<file path="src/rtl/int_exec_pkg.sv">
package int_exec_pkg;
  typedef enum logic [4:0] {
    OP_ADD   = 5'd0,  OP_ADDU  = 5'd1,  OP_SUB  = 5'd2,  OP_SUBU  = 5'd3,
    OP_AND   = 5'd4,  OP_OR    = 5'd5,  OP_XOR  = 5'd6,  OP_NOR   = 5'd7,
    OP_ADDI  = 5'd8,  OP_ADDIU = 5'd9,  OP_ANDI = 5'd10, OP_ORI   = 5'd11,
    OP_XORI  = 5'd12, OP_SLT   = 5'd13, OP_SLTU = 5'd14, OP_SLTI  = 5'd15,
    OP_SLTIU = 5'd16, OP_SLL   = 5'd17, OP_SRL  = 5'd18, OP_SRA   = 5'd19,
    OP_SLLV  = 5'd20, OP_SRLV  = 5'd21, OP_SRAV = 5'd22, OP_LUI   = 5'd23
  } exec_op_e;
  localparam int OP_W = 5;
endpackage

</file>
<file path="src/rtl/exec_opnd_sel.sv">
module exec_opnd_sel #(
  parameter int DATA_W = 32,
  parameter int IMM_W  = 16
) (
  input  logic [DATA_W-1:0] rt_val_i,
  input  logic [IMM_W-1:0]  imm_i,
  input  logic              use_imm_i,
  input  logic              zero_ext_i,
  output logic [DATA_W-1:0] opnd_b_o
);
  localparam int PAD_W = DATA_W - IMM_W;
  logic [PAD_W-1:0] pad;

  always_comb begin
    pad = zero_ext_i ? '0 : {PAD_W{imm_i[IMM_W-1]}};
    opnd_b_o = use_imm_i ? {pad, imm_i} : rt_val_i;
  end
endmodule

</file>
<file path="src/rtl/exec_addsub.sv">
module exec_addsub #(
  parameter int DATA_W = 32
) (
  input  logic [DATA_W-1:0] a_i,
  input  logic [DATA_W-1:0] b_i,
  input  logic              sub_i,
  output logic [DATA_W-1:0] sum_o,
  output logic              sovf_o
);
  logic [DATA_W-1:0] b_eff;

  always_comb begin
    b_eff  = sub_i ? ~b_i : b_i;
    sum_o  = a_i + b_eff + {{(DATA_W-1){1'b0}}, sub_i};
    sovf_o = (a_i[DATA_W-1] == b_eff[DATA_W-1]) && (sum_o[DATA_W-1] != a_i[DATA_W-1]);
  end
endmodule

</file>
<file path="src/rtl/exec_shifter.sv">
module exec_shifter #(
  parameter int DATA_W  = 32,
  parameter int SHAMT_W = 5
) (
  input  logic [DATA_W-1:0]  data_i,
  input  logic [SHAMT_W-1:0] amt_i,
  input  logic               left_i,
  input  logic               arith_i,
  output logic [DATA_W-1:0]  res_o
);
  logic [DATA_W-1:0] stage [0:SHAMT_W];
  logic              fill;

  assign fill     = arith_i & data_i[DATA_W-1];
  assign stage[0] = data_i;

  for (genvar g = 0; g < SHAMT_W; g++) begin : g_stage
    localparam int D = 1 << g;
    logic [DATA_W-1:0] shl, shr;
    assign shl = {stage[g][DATA_W-1-D:0], {D{1'b0}}};
    assign shr = {{D{fill}}, stage[g][DATA_W-1:D]};
    assign stage[g+1] = !amt_i[g] ? stage[g] : (left_i ? shl : shr);
  end

  assign res_o = stage[SHAMT_W];

  // an arithmetic right shift keeps the sign bit of its source
  always_comb begin
    if (arith_i && !left_i) begin
      a_r9_sign_fill: assert (res_o[DATA_W-1] == data_i[DATA_W-1]);
    end
  end
endmodule

</file>
<file path="src/rtl/int_exec_unit.sv">
module int_exec_unit
  import int_exec_pkg::*;
#(
  parameter int DATA_W  = 32,
  parameter int IMM_W   = 16,
  parameter int SHAMT_W = $clog2(DATA_W)
) (
  input  logic                clk,
  input  logic                rst,
  input  logic [OP_W-1:0]     op_i,
  input  logic [DATA_W-1:0]   rs_val_i,
  input  logic [DATA_W-1:0]   rt_val_i,
  input  logic [IMM_W-1:0]    imm_i,
  input  logic [SHAMT_W-1:0]  shamt_i,
  output logic [DATA_W-1:0]   result_o,
  output logic                ovf_o
);
  localparam int LOW_W = DATA_W - IMM_W;

  exec_op_e op;
  logic use_imm, zero_ext, is_sub, trap_op, is_slt, shl, sar, var_sh;
  logic [DATA_W-1:0]  b_val, sum, sh_res, res_d;
  logic [SHAMT_W-1:0] sh_amt;
  logic               sovf, lt_s, lt_u;

  assign op = exec_op_e'(op_i);

  always_comb begin
    use_imm  = op inside {OP_ADDI, OP_ADDIU, OP_ANDI, OP_ORI, OP_XORI, OP_SLTI, OP_SLTIU};
    zero_ext = op inside {OP_ANDI, OP_ORI, OP_XORI};
    is_sub   = op inside {OP_SUB, OP_SUBU, OP_SLT, OP_SLTU, OP_SLTI, OP_SLTIU};
    trap_op  = op inside {OP_ADD, OP_SUB, OP_ADDI};
    is_slt   = op inside {OP_SLT, OP_SLTU, OP_SLTI, OP_SLTIU};
    shl      = op inside {OP_SLL, OP_SLLV};
    sar      = op inside {OP_SRA, OP_SRAV};
    var_sh   = op inside {OP_SLLV, OP_SRLV, OP_SRAV};
    sh_amt   = var_sh ? rs_val_i[SHAMT_W-1:0] : shamt_i;
  end

  exec_opnd_sel #(.DATA_W(DATA_W), .IMM_W(IMM_W)) u_opnd (
    .rt_val_i(rt_val_i), .imm_i(imm_i), .use_imm_i(use_imm),
    .zero_ext_i(zero_ext), .opnd_b_o(b_val));

  exec_addsub #(.DATA_W(DATA_W)) u_addsub (
    .a_i(rs_val_i), .b_i(b_val), .sub_i(is_sub), .sum_o(sum), .sovf_o(sovf));

  exec_shifter #(.DATA_W(DATA_W), .SHAMT_W(SHAMT_W)) u_shift (
    .data_i(rt_val_i), .amt_i(sh_amt), .left_i(shl), .arith_i(sar), .res_o(sh_res));

  // Signed less-than from the subtractor: sign of difference corrected by overflow
  assign lt_s = sum[DATA_W-1] ^ sovf;
  assign lt_u = rs_val_i < b_val;

  always_comb begin
    unique case (op)
      OP_ADD, OP_ADDU, OP_SUB, OP_SUBU, OP_ADDI, OP_ADDIU: res_d = sum;
      OP_AND, OP_ANDI: res_d = rs_val_i & b_val;
      OP_OR,  OP_ORI:  res_d = rs_val_i | b_val;
      OP_XOR, OP_XORI: res_d = rs_val_i ^ b_val;
      OP_NOR:          res_d = ~(rs_val_i | b_val);
      OP_SLT, OP_SLTI:   res_d = {{(DATA_W-1){1'b0}}, lt_s};
      OP_SLTU, OP_SLTIU: res_d = {{(DATA_W-1){1'b0}}, lt_u};
      OP_SLL, OP_SRL, OP_SRA, OP_SLLV, OP_SRLV, OP_SRAV: res_d = sh_res;
      OP_LUI:          res_d = {imm_i, {LOW_W{1'b0}}};
      default:         res_d = '0;
    endcase
  end

  always_ff @(posedge clk) begin
    if (rst) begin
      result_o <= '0;
      ovf_o    <= 1'b0;
    end else begin
      result_o <= res_d;
      ovf_o    <= trap_op & sovf;
    end
  end

  a_r5_ovf_trap_only: assert property (@(posedge clk) disable iff (rst)
    ovf_o |-> $past(trap_op));

  a_r7_slt_boolean: assert property (@(posedge clk) disable iff (rst)
    is_slt |=> (result_o[DATA_W-1:1] == '0));

  a_r8_lui_place: assert property (@(posedge clk) disable iff (rst)
    (op == OP_LUI) |=> (result_o == {$past(imm_i), {LOW_W{1'b0}}}));

  a_r3_logic_imm_high: assert property (@(posedge clk) disable iff (rst)
    (op == OP_ANDI) |=> (result_o[DATA_W-1:IMM_W] == '0));
endmodule

</file>
<file path="config.mk">
export PLATFORM = sky130hd
export DESIGN_NAME = int_exec_unit
export DESIGN_NICKNAME = d
export VERILOG_FILES = /design/src/rtl/int_exec_pkg.sv /design/src/rtl/exec_opnd_sel.sv /design/src/rtl/exec_addsub.sv /design/src/rtl/exec_shifter.sv /design/src/rtl/int_exec_unit.sv
export SDC_FILE = /design/constraint.sdc
export NUM_CORES = 1
export LEC_CHECK = 0
export ABC_AREA = 1
export CORE_UTILIZATION = 35
export DETAILED_ROUTE_END_ITERATION = 10
export DONT_BUFFER_PORTS = 1
export GPL_TIMING_DRIVEN = 0
export PLACE_DENSITY = 0.48
export SETUP_SLACK_MARGIN = 0.3
export SLEW_MARGIN = 20
export SYNTH_ARGS = -nofsm -noshare
export SYNTH_HDL_FRONTEND = slang
export SYNTH_SLANG_ARGS = --single-unit
export TNS_END_PERCENT = 50
</file>
<file path="constraint.sdc">
create_clock -name clk -period 4.93 [get_ports clk]
set_clock_uncertainty 0.2 [all_clocks]
set_input_delay 0.2465 -clock clk [delete_from_list [all_inputs] [get_ports clk]]
set_output_delay 0.2465 -clock clk [all_outputs]
set_load 0.02 [all_outputs]
</file>
==> results of run 1 <==
[power breakdown]
part | total, mW | internal, mW | switching, mW | leakage [nW]
combinational | 1.50 | 0.452 | 1.04 | 4.80
clock | 0.369 | 0.239 | 0.130 | 0.0800
sequential | 0.346 | 0.297 | 0.0485 | 0.271
[flip-flops by register name, indices dropped and copies added (netlist names)]
signal    cells
result_o     32
ovf_o         1
[logic make-up after synthesis]
logic type,count (synthesis),synth area share
and+or+nand+nor,923,0.425
AOI/OAI and AO/OA,335,0.204
buffers and inverters,287,0.122
adders and majority gates,117,0.151
xor gates and xnor gates,33,0.0297
DFF,33,0.0679
[routing by layer]
| metal | wire length [µm] | GRT usage |
|---|---|---|
| met3 | 5590 | 0.0844 |
| met5 | 0 | 0 |
| met2 | 19900 | 0.501 |
| met1 | 21500 | 0.472 |
| met4 | 1670 | 0.112 |
[metrics by stage]
stage | utilization | instance area, µm² | worst slack (ns)
floorplan | - | 9740 | 1.09
global placement | 0.376 | 10200 | -0.575
detailed placement | 0.376 | 10200 | -0.566
CTS | 0.384 | 10400 | 0.280
global route | 0.386 | 10500 | 0.221
finish | 0.386 | 10500 | 0.504
[Yosys cell counts, types with 3 or more instances]
cell | count | area share
o221ai_1 | 5 | 0.0045
buf_4 | 10 | 0.0077
buf_2 | 30 | 0.015
dfxtp_1 | 33 | 0.068
nand2_1 | 450 | 0.17
xor2_1 | 33 | 0.030
ha_1 | 116 | 0.15
o22ai_1 | 6 | 0.0039
o21ai_0 | 79 | 0.041
o2111ai_1 | 12 | 0.011
clkbuf_1 | 29 | 0.011
nand4_1 | 21 | 0.013
inv_1 | 197 | 0.076
a22o_1 | 4 | 0.0036
nand2_4 | 3 | 0.0035
nand3_2 | 8 | 0.0082
a22oi_1 | 15 | 0.012
nor2_2 | 6 | 0.0039
a211oi_1 | 5 | 0.0039
clkinv_1 | 3 | 0.0012
a221oi_1 | 9 | 0.0081
a21oi_1 | 123 | 0.063
nor2_4 | 3 | 0.0035
o21a_1 | 9 | 0.0069
a31oi_1 | 6 | 0.0039
o211ai_1 | 18 | 0.014
buf_1 | 5 | 0.0019
or2_2 | 5 | 0.0032
nand3_1 | 304 | 0.16
buf_6 | 5 | 0.0058
nand3b_1 | 5 | 0.0039
inv_2 | 7 | 0.0027
a21boi_0 | 3 | 0.0023
nor3_1 | 9 | 0.0046
nor2_1 | 91 | 0.035
o21ai_1 | 29 | 0.015
nand2_2 | 5 | 0.0032
and2_1 | 3 | 0.0019
[worst max-delay path by stage]
stage / to / slack (ns) / cells past startpoint
2_1_floorplan: result_o[26] / 1.09 / 25
4_1_cts: result_o[26] / 0.28 / 25
3_3_place_gp: result_o[26] / -0.57 / 22
5_1_grt: result_o[22] / 0.22 / 21
3_5_place_dp: result_o[26] / -0.57 / 22
6_report: result_o[24] / 0.50 / 21
[area by class of cell]
cell class              count  area, µm²  share of cell area
well taps                 372        465              0.0445
multi-input cells        1408       7950               0.760
plain buffers              79        420              0.0402
inverters                 208        787              0.0753
clock buffers               5        125              0.0120
clock inverters             3       46.3             0.00443
flip-flops and latches     33        661              0.0632
[critical path, stage by stage]
cell and delay (ns):
clkinvlp_4 0.13, nand2_1 0.08, nor2_2 0.26, o21ai_4 0.14, nand3_2 0.11, buf_6 0.16
buf_6 0.15, clkbuf_2 0.29, o21ai_2 0.18, xor2_1 0.18, ha_1 0.37, a21oi_1 0.25
o21ai_0 0.15, a21oi_2 0.24, inv_1 0.16, nand4_1 0.11, o2111ai_1 0.20, o21ai_0 0.34
nand2_1 0.27, a21oi_1 0.27, nor2_1 0.07
==> impl_metrics.json, run 1 <==
{
  "antenna_found_initial": 0,
  "antenna_cells": 0,
  "p_per_area_mw_per_mm2": 212,
  "finalMaxSlewViolations": 0,
  "wire_per_inst_um": 23.1,
  "drt_wl_total_um": 48700,
  "drt-vias-per-instance": 5.84,
  "ir_drop_v": 0.000130,
  "hold_violations": 1,
  "htreeDepth": 2,
  "outcome": "finished with violations",
  "final_common_cell": "nand2_1",
  "p_total_mw": 2.21,
  "ant_nets": 0,
  "yosysSeqAreaShare": 0.0679,
  "fin_setup_tns_ns": 0,
  "layout_common_cells": "450 x nand2_1, 302 x nand3_1, 197 x inv_1, 122 x a21oi_1, 116 x ha_1",
  "synth_nets": 1937,
  "initial_core_util": 0.359,
  "maxClockFrequency_mhz": 226,
  "synth_seq_cells": 33,
  "rsz0062_at_grt": "no",
  "p_leak_nw": 5.15,
  "cts_buffers": 5,
  "critPathKind": "in2reg",
  "die-area_mm2": 0.0285,
  "ys_warn_count": 0,
  "instances_no_fill": 2108,
  "holdPathEnd": "ovf_o",
  "clk_pin_slew_ns": 0.06,
  "hold_class": "in2reg",
  "post_cts_buffers": 0,
  "grt_util_all_layers": 0.338,
  "cp-startpoint": "op_i[4]",
  "io_buffers": 0,
  "yosys.cell_types.count": 55,
  "crit_arrival_ns": 4.39,
  "drive_gt1_frac": 0.0685,
  "clock-root-buffer": "clkbuf_16",
  "ctsHoldBuffers": 0,
  "fillCellCount": 3154,
  "cts_tree": "yes",
  "hold_ws_ns": -0.0102,
  "firstDrtPassIters": 6,
  "startpoint_type": "primary input",
  "nets": 1944,
  "drc": 0,
  "areaGrowthSynthToFinish_pct": 7.39,
  "avgSynthCellArea_um2": 5.63,
  "grt_pass1_wl_um": 71300,
  "fin_crit_ns": 4.43,
  "coreArea_mm2": 0.0271,
  "slew_headroom": 0.260,
  "crit_required_ns": 4.89,
  "die_h_um": 169,
  "place.gp.congestion": 0.986,
  "grt_pass1_vias": 11258,
  "synth_area_mm2": 0.00974,
  "maxCapViolCount": 0,
  "path_max_fanout": 10,
  "synth_edf_count": 0,
  "drtIter0Drc": 1444,
  "critPathCaptureType": "flop",
  "grt_max_degree": 13,
  "setup_violations": 0,
  "finalCritPeriodShare": 0.898,
  "worstMarginPinSlew_ns": 1.11,
  "dp_cells": 2100,
  "whs_path_depth": 2,
  "io_pins": 125,
  "min_from": "op_i[0]",
  "die_x_um": 169,
  "ctsResizeCount": 18,
  "gr-total-overflow": 0,
  "dpl.hpwl_um": 40800,
  "via_count": 12308,
  "core.rowCount": 60,
  "clock_sinks": 33,
  "cts_buffer_depth": 2,
  "violations": "negative hold slack",
  "synth_ff_type": "dfxtp_1",
  "syn_inst": 1728,
  "async_flop_share": 0
}
Note: power is estimated with default switching activity, not from simulation.
==> run 2, diff against run 1 <==
--- a/config.mk
+++ b/config.mk
@@ -5,7 +5,6 @@
 export SDC_FILE = /design/constraint.sdc
 export NUM_CORES = 1
 export LEC_CHECK = 0
-export ABC_AREA = 1
 export CORE_UTILIZATION = 35
 export DETAILED_ROUTE_END_ITERATION = 10
 export DONT_BUFFER_PORTS = 1
==> run 2 against run 1 <==
The flow still finishes with violations (negative hold slack). Clock power down 6.5%. Worst hold slack better by 0.0098 ns. Area after synthesis up 0.63%. Maximum frequency down 5.4%. Largest power group unchanged.
==> impl_metrics.json, run 2 <==
{
  "die_x_um": 169,
  "grt_pass1_wl_um": 77500,
  "areaGrowthSynthToFinish_pct": 13.1,
  "grt_max_degree": 12,
  "via_count": 12327,
  "ys_warn_count": 0,
  "wl_met2_um": 21500,
  "cts_buffers": 5,
  "yosys.cell_types.count": 84,
  "die-area_mm2": 0.0287,
  "drive_gt1_frac": 0.0988,
  "drt_wl_total_um": 53800,
  "ant_nets": 0,
  "whs_path_depth": 2,
  "top_register": "result_o",
  "critPathKind": "in2reg",
  "p_leak_nw": 4.48,
  "outcome": "finished with violations",
  "synth_edf_count": 0,
  "initial_core_util": 0.360,
  "place.gp.congestion": 1.05,
  "final_util": 0.408,
  "dpl.hpwl_um": 43400,
  "antenna_cells": 0,
  "crit_required_ns": 4.86,
  "clock-root-buffer": "clkbuf_16",
  "synth_seq_cells": 33,
  "fin_crit_ns": 4.68,
  "route.met3.wl_um": 7910,
  "async_flop_share": 0,
  "avgSynthCellArea_um2": 6.87,
  "dpl_worst_slack_ns": -0.871,
  "synth_area_mm2": 0.00980,
  "ys_top_cells_by_count": "132 x nand2_1, 131 x a21oi_1, 125 x o21ai_0",
  "cts_buffer_depth": 2,
  "p_per_area_mw_per_mm2": 214,
  "synth_ff_type": "dfxtp_1",
  "cts_tree": "yes",
  "path_max_fanout": 7,
  "violations": "negative hold slack",
  "hold_violations": 1,
  "antenna_found_initial": 0,
  "drc": 0,
  "coreArea_mm2": 0.0272,
  "dp_cells": 1800,
  "maxUsedRoutingLayer": "met5",
  "maxClockFrequency_mhz": 214,
  "reg_top3": "result_o: 32 flops, ovf_o: 1 flops",
  "core.rowCount": 60,
  "crit_arrival_ns": 4.61,
  "io_buffers": 0,
  "slew_headroom": 0.200,
  "firstDrtPassIters": 7,
  "rsz0062_at_grt": "yes",
  "final_common_cell": "nand2_1",
  "ir_drop_v": 0.000114,
  "worstMarginPinSlew_ns": 1.20,
  "io_pins": 125,
  "hold_class": "in2reg",
  "synthTopCellsByArea": "ha_1 15%, dfxtp_1 6.7%, a21oi_1 6.7%, o21ai_0 6.4%, mux2i_1 5.4%",
  "clk_pin_slew_ns": 0.07,
  "grt_util_all_layers": 0.368,
  "nets": 1666,
  "gr-total-overflow": 0,
  "hold_ws_ns": -0.000447,
  "yosysMostFrequentCell": "nand2_1",
  "yosysSeqAreaShare": 0.0674,
  "syn_inst": 1427,
  "drtIter0Drc": 1723,
  "maxCapViolCount": 0,
  "finalCritPeriodShare": 0.950,
  "die_h_um": 169,
  "synth_nets": 1636,
  "setup_ws_ns": 0.249,
  "critPathCaptureType": "flop",
  "grt_pass1_vias": 11433,
  "wl_met1_um": 21900,
  "yosysTopAreaCellShare": 0.148,
  "layout_common_cells": "132 x nand2_1, 125 x a21oi_1, 114 x o21ai_0, 114 x ha_1, 96 x nor2_1",
  "htreeDepth": 2,
  "wire_per_inst_um": 29.4,
  "clock_sinks": 33,
  "yosysTopAreaCell": "ha_1",
  "startpoint_type": "primary input",
  "drt-vias-per-instance": 6.74,
  "setup_violations": 0,
  "instances_no_fill": 1830,
  "finalMaxSlewViolations": 0,
  "largest_register_ffs": 32
}
run 2: cell types whose count changed in the layout (fill, tap and decap cells not counted), moves of 26 or more:
cell | before | now
nand2_1 | 450 | 132
nand3_1 | 302 | 50
mux2i_1 | 0 | 40
clkbuf_1 | 25 | 67
o21ai_0 | 57 | 114
o21ai_1 | 42 | 8
inv_1 | 197 | 77
a21o_1 | 2 | 28
run 2: what timing repair did:
action | in CTS | in global routing
pin swaps | 14 | 15
setup endpoints to repair | 21 | 18
resized for setup | 56 | 33
hold endpoints to repair | 2 | 0
hold buffers | 2 | 0
gates cloned | 1 | 1
buffers inserted | 14 | 4
run 2: final timing paths:
path          from            to
max        op_i[1]  result_o[25]
min   rs_val_i[31]   result_o[0]
run 2: layout make-up:
cell class / instances / area (µm²)
Sequential cell: 33 / 661
Clock buffer: 5 / 125
Buffer: 101 / 472
Multi-Input combinational cell: 1216 / 8850
Fill cell: 3006 / 16100
Clock inverter: 3 / 17.5
Timing Repair Buffer: 23 / 205
Inverter: 77 / 289
Tap cell: 372 / 465
run 2: where the power goes:
| part | leakage, nW | switching, mW | internal (mW) |
|---|---|---|---|
| registers | 0.270 | 0.0415 | 0.293 |
| logic | 4.14 | 1.10 | 0.594 |
| clock network | 0.0696 | 0.158 | 0.186 |
| total | 4.48 | 1.30 | 1.07 |
run 2: worst max-delay path: stages:
cell	delay [ns]
buf_12	0.10
or4b_4	0.49
a21oi_4	0.20
or2_4	0.16
clkbuf_16	0.16
clkbuf_16	0.16
mux2i_4	0.34
xor2_1	0.20
ha_1	0.27
a21o_1	0.20
a21o_1	0.19
a221oi_4	0.38
o311ai_4	0.20
buf_4	0.19
a21oi_4	0.21
o31ai_4	0.15
a31oi_2	0.27
xor2_2	0.26
o22ai_1	0.21
run 2: cells by family after synthesis:
logic type,Yosys count,synth area share
compound gates,565,0.388
xor+xnor,63,0.0563
fa+ha+maj,118,0.151
buf+inv,178,0.0718
flops,33,0.0674
mux,67,0.0702
simple gates,403,0.195
run 2: stage by stage:
step                hold WS, ns  cell area, µm²  power, mW  TNS (ns)
floorplan                 0.122            9870       1.36         0
global placement          0.125           10300       1.84    -10.88
detailed placement        0.125           10300       1.84    -10.57
CTS                     0.00648           10900       2.27         0
global route             0.0516           11100       2.49         0
finish                -0.000447           11100       2.37         0
run 2: per-layer routing:
layer,vias up,global-route usage
met1,5741,0.500
met5,-,0.0174
met3,164,0.127
met2,978,0.527
li1,5442,-
met4,2,0.135
==> run 3, diff against run 2 <==
--- a/config.mk
+++ b/config.mk
@@ -10,7 +10,6 @@
 export DONT_BUFFER_PORTS = 1
 export GPL_TIMING_DRIVEN = 0
 export PLACE_DENSITY = 0.48
-export SETUP_SLACK_MARGIN = 0.3
 export SLEW_MARGIN = 20
 export SYNTH_ARGS = -nofsm -noshare
 export SYNTH_HDL_FRONTEND = slang
==> run 3 against run 2 <==
The run now ends clean. Routed wire length rose by 3.0%. Flip-flop and latch count is the same. Global-route usage grew 1.2 points. Critical endpoint is now result_o[29]. Largest cell class unchanged.
==> impl_metrics.json, run 3 (same netlist as run 2, synthesis figures left out) <==
{
  "outcome": "complete, no violations",
  "cp-startpoint": "op_i[4]",
  "setup_ws_ns": 0.0775,
  "critPathCaptureType": "flop",
  "top_register": "result_o",
  "antenna_found_initial": 3,
  "ir_drop_v": 0.000105,
  "io_buffers": 0,
  "gr-total-overflow": 0,
  "maxCapViolCount": 0,
  "drt-vias-per-instance": 6.77,
  "drt_wl_total_um": 55400,
  "slowest_stage": "o41ai_1",
  "initial_core_util": 0.360,
  "crit_arrival_ns": 4.78,
  "dpl_worst_slack_ns": -1.23,
  "drtIter0Drc": 1703,
  "worstMarginPinSlew_ns": 1.24,
  "path_max_fanout": 10,
  "rsz0062_at_grt": "yes",
  "critPathKind": "in2reg",
  "min_from": "rst",
  "areaGrowthSynthToFinish_pct": 11.8,
  "core.rowCount": 60,
  "final_common_cell": "nand2_1",
  "grt_pass1_wl_um": 79800,
  "hold_class": "in2reg",
  "fillCellCount": 3002,
  "seq_area_um2": 661,
  "dpl.hpwl_um": 44700,
  "reg_top3": "result_o: 32 flops, ovf_o: 1 flops",
  "p_per_area_mw_per_mm2": 222,
  "clk_pin_slew_ns": 0.07,
  "p_leak_nw": 4.44,
  "finalCritPeriodShare": 0.984,
  "die-area_mm2": 0.0287,
  "place.gp.congestion": 1.02,
  "crit_required_ns": 4.85,
  "cp_cell_sequence": "buf_2 -> or3b_2 -> clkbuf_1 -> nor2_1 -> buf_2 -> buf_2 -> clkbuf_1 -> o22ai_1 -> o31ai_1 -> a211oi_1 -> o41ai_1 -> nand3_1",
  "die_x_um": 169,
  "io_pins": 125,
  "hold_violations": 0,
  "firstDrtPassIters": 6,
  "drive_gt1_frac": 0.0866,
  "grt_pass1_vias": 11482,
  "multi_input_area_mm2": 0.00873,
  "cp_common_cell": "buf_2",
  "startpoint_type": "primary input",
  "max_stage_delay_ns": 0.89,
  "setup_violations": 0,
  "fin_crit_ns": 4.85,
  "maxClockFrequency_mhz": 206,
  "clock-root-buffer": "clkbuf_16",
  "die_h_um": 169,
  "ant_nets": 0,
  "slew_headroom": 0.161,
  "cts_buffer_depth": 2,
  "via_count": 12382,
  "layout_common_cells": "132 x nand2_1, 125 x a21oi_1, 117 x o21ai_0, 115 x ha_1, 95 x nor2_1",
  "htreeDepth": 2,
  "hold_ws_ns": 0.0185,
  "drc": 0,
  "grt_max_degree": 12,
  "cts_tree": "yes",
  "fin_setup_tns_ns": 0,
  "clock_sinks": 33,
  "cts_buffers": 5,
  "nets": 1663,
  "largest_register_ffs": 32,
  "coreArea_mm2": 0.0272,
  "wire_per_inst_um": 30.3,
  "finalMaxSlewViolations": 0,
  "grt_util_all_layers": 0.380
}
==> run 3: per-layer routing <==
metal	share of wire	track usage	wire, µm	up-vias
met5	0.00060	0	33	-
met1	0.42	0.526	23100	5859
met3	0.14	0.106	7530	145
li1	-	-	-	5436
met4	0.042	0.139	2300	4
met2	0.41	0.553	22400	938
==> run 3: worst paths after layout <==
path | endpoint | cells past startpoint
worst max-delay path | result_o[29] | 12
worst min-delay path | result_o[0] | 3
==> run 3: metrics by stage <==
stage / power [mW] / area [µm²] / util / std cells
2_1_floorplan: 1.35 / 9810 / - / 1427
3_3_place_gp: 1.84 / 10300 / 0.378 / 1799
3_5_place_dp: 1.83 / 10300 / 0.379 / 1800
4_1_cts: 2.35 / 10800 / 0.397 / 1816
5_1_grt: 2.55 / 11000 / 0.403 / 1827
6_report: 2.43 / 11000 / 0.403 / 1828
==> run 3: cell type report <==
cell class	count	area share
Clock buffer	5	0.0114
Antenna cell	1	0.000228
Inverter	77	0.0264
Clock inverter	3	0.00594
Timing Repair Buffer	20	0.0145
Sequential cell	33	0.0603
Tap cell	372	0.0425
Buffer	101	0.0417
Multi-Input combinational cell	1216	0.797
==> run 3: what timing repair did <==
item	CTS	global route
pin swaps	8	10
endpoints found under the hold margin	1	0
gates resized for setup	50	24
setup buffers	6	10
hold buffers	2	0
setup endpoints to repair	21	14
gates cloned	0	1
==> run 3: report_power, final <==
part	internal (mW)	total (mW)	switching (mW)
registers	0.293	0.334	0.0415
clock network	0.289	0.436	0.147
logic	0.568	1.66	1.09
total	1.15	2.43	1.28
==> run 3: critical path: cells and delay by family <==
family	cells	cell delay [ns]
compound gates	4	2.09
simple gates	3	0.79
buf+inv	5	1.64
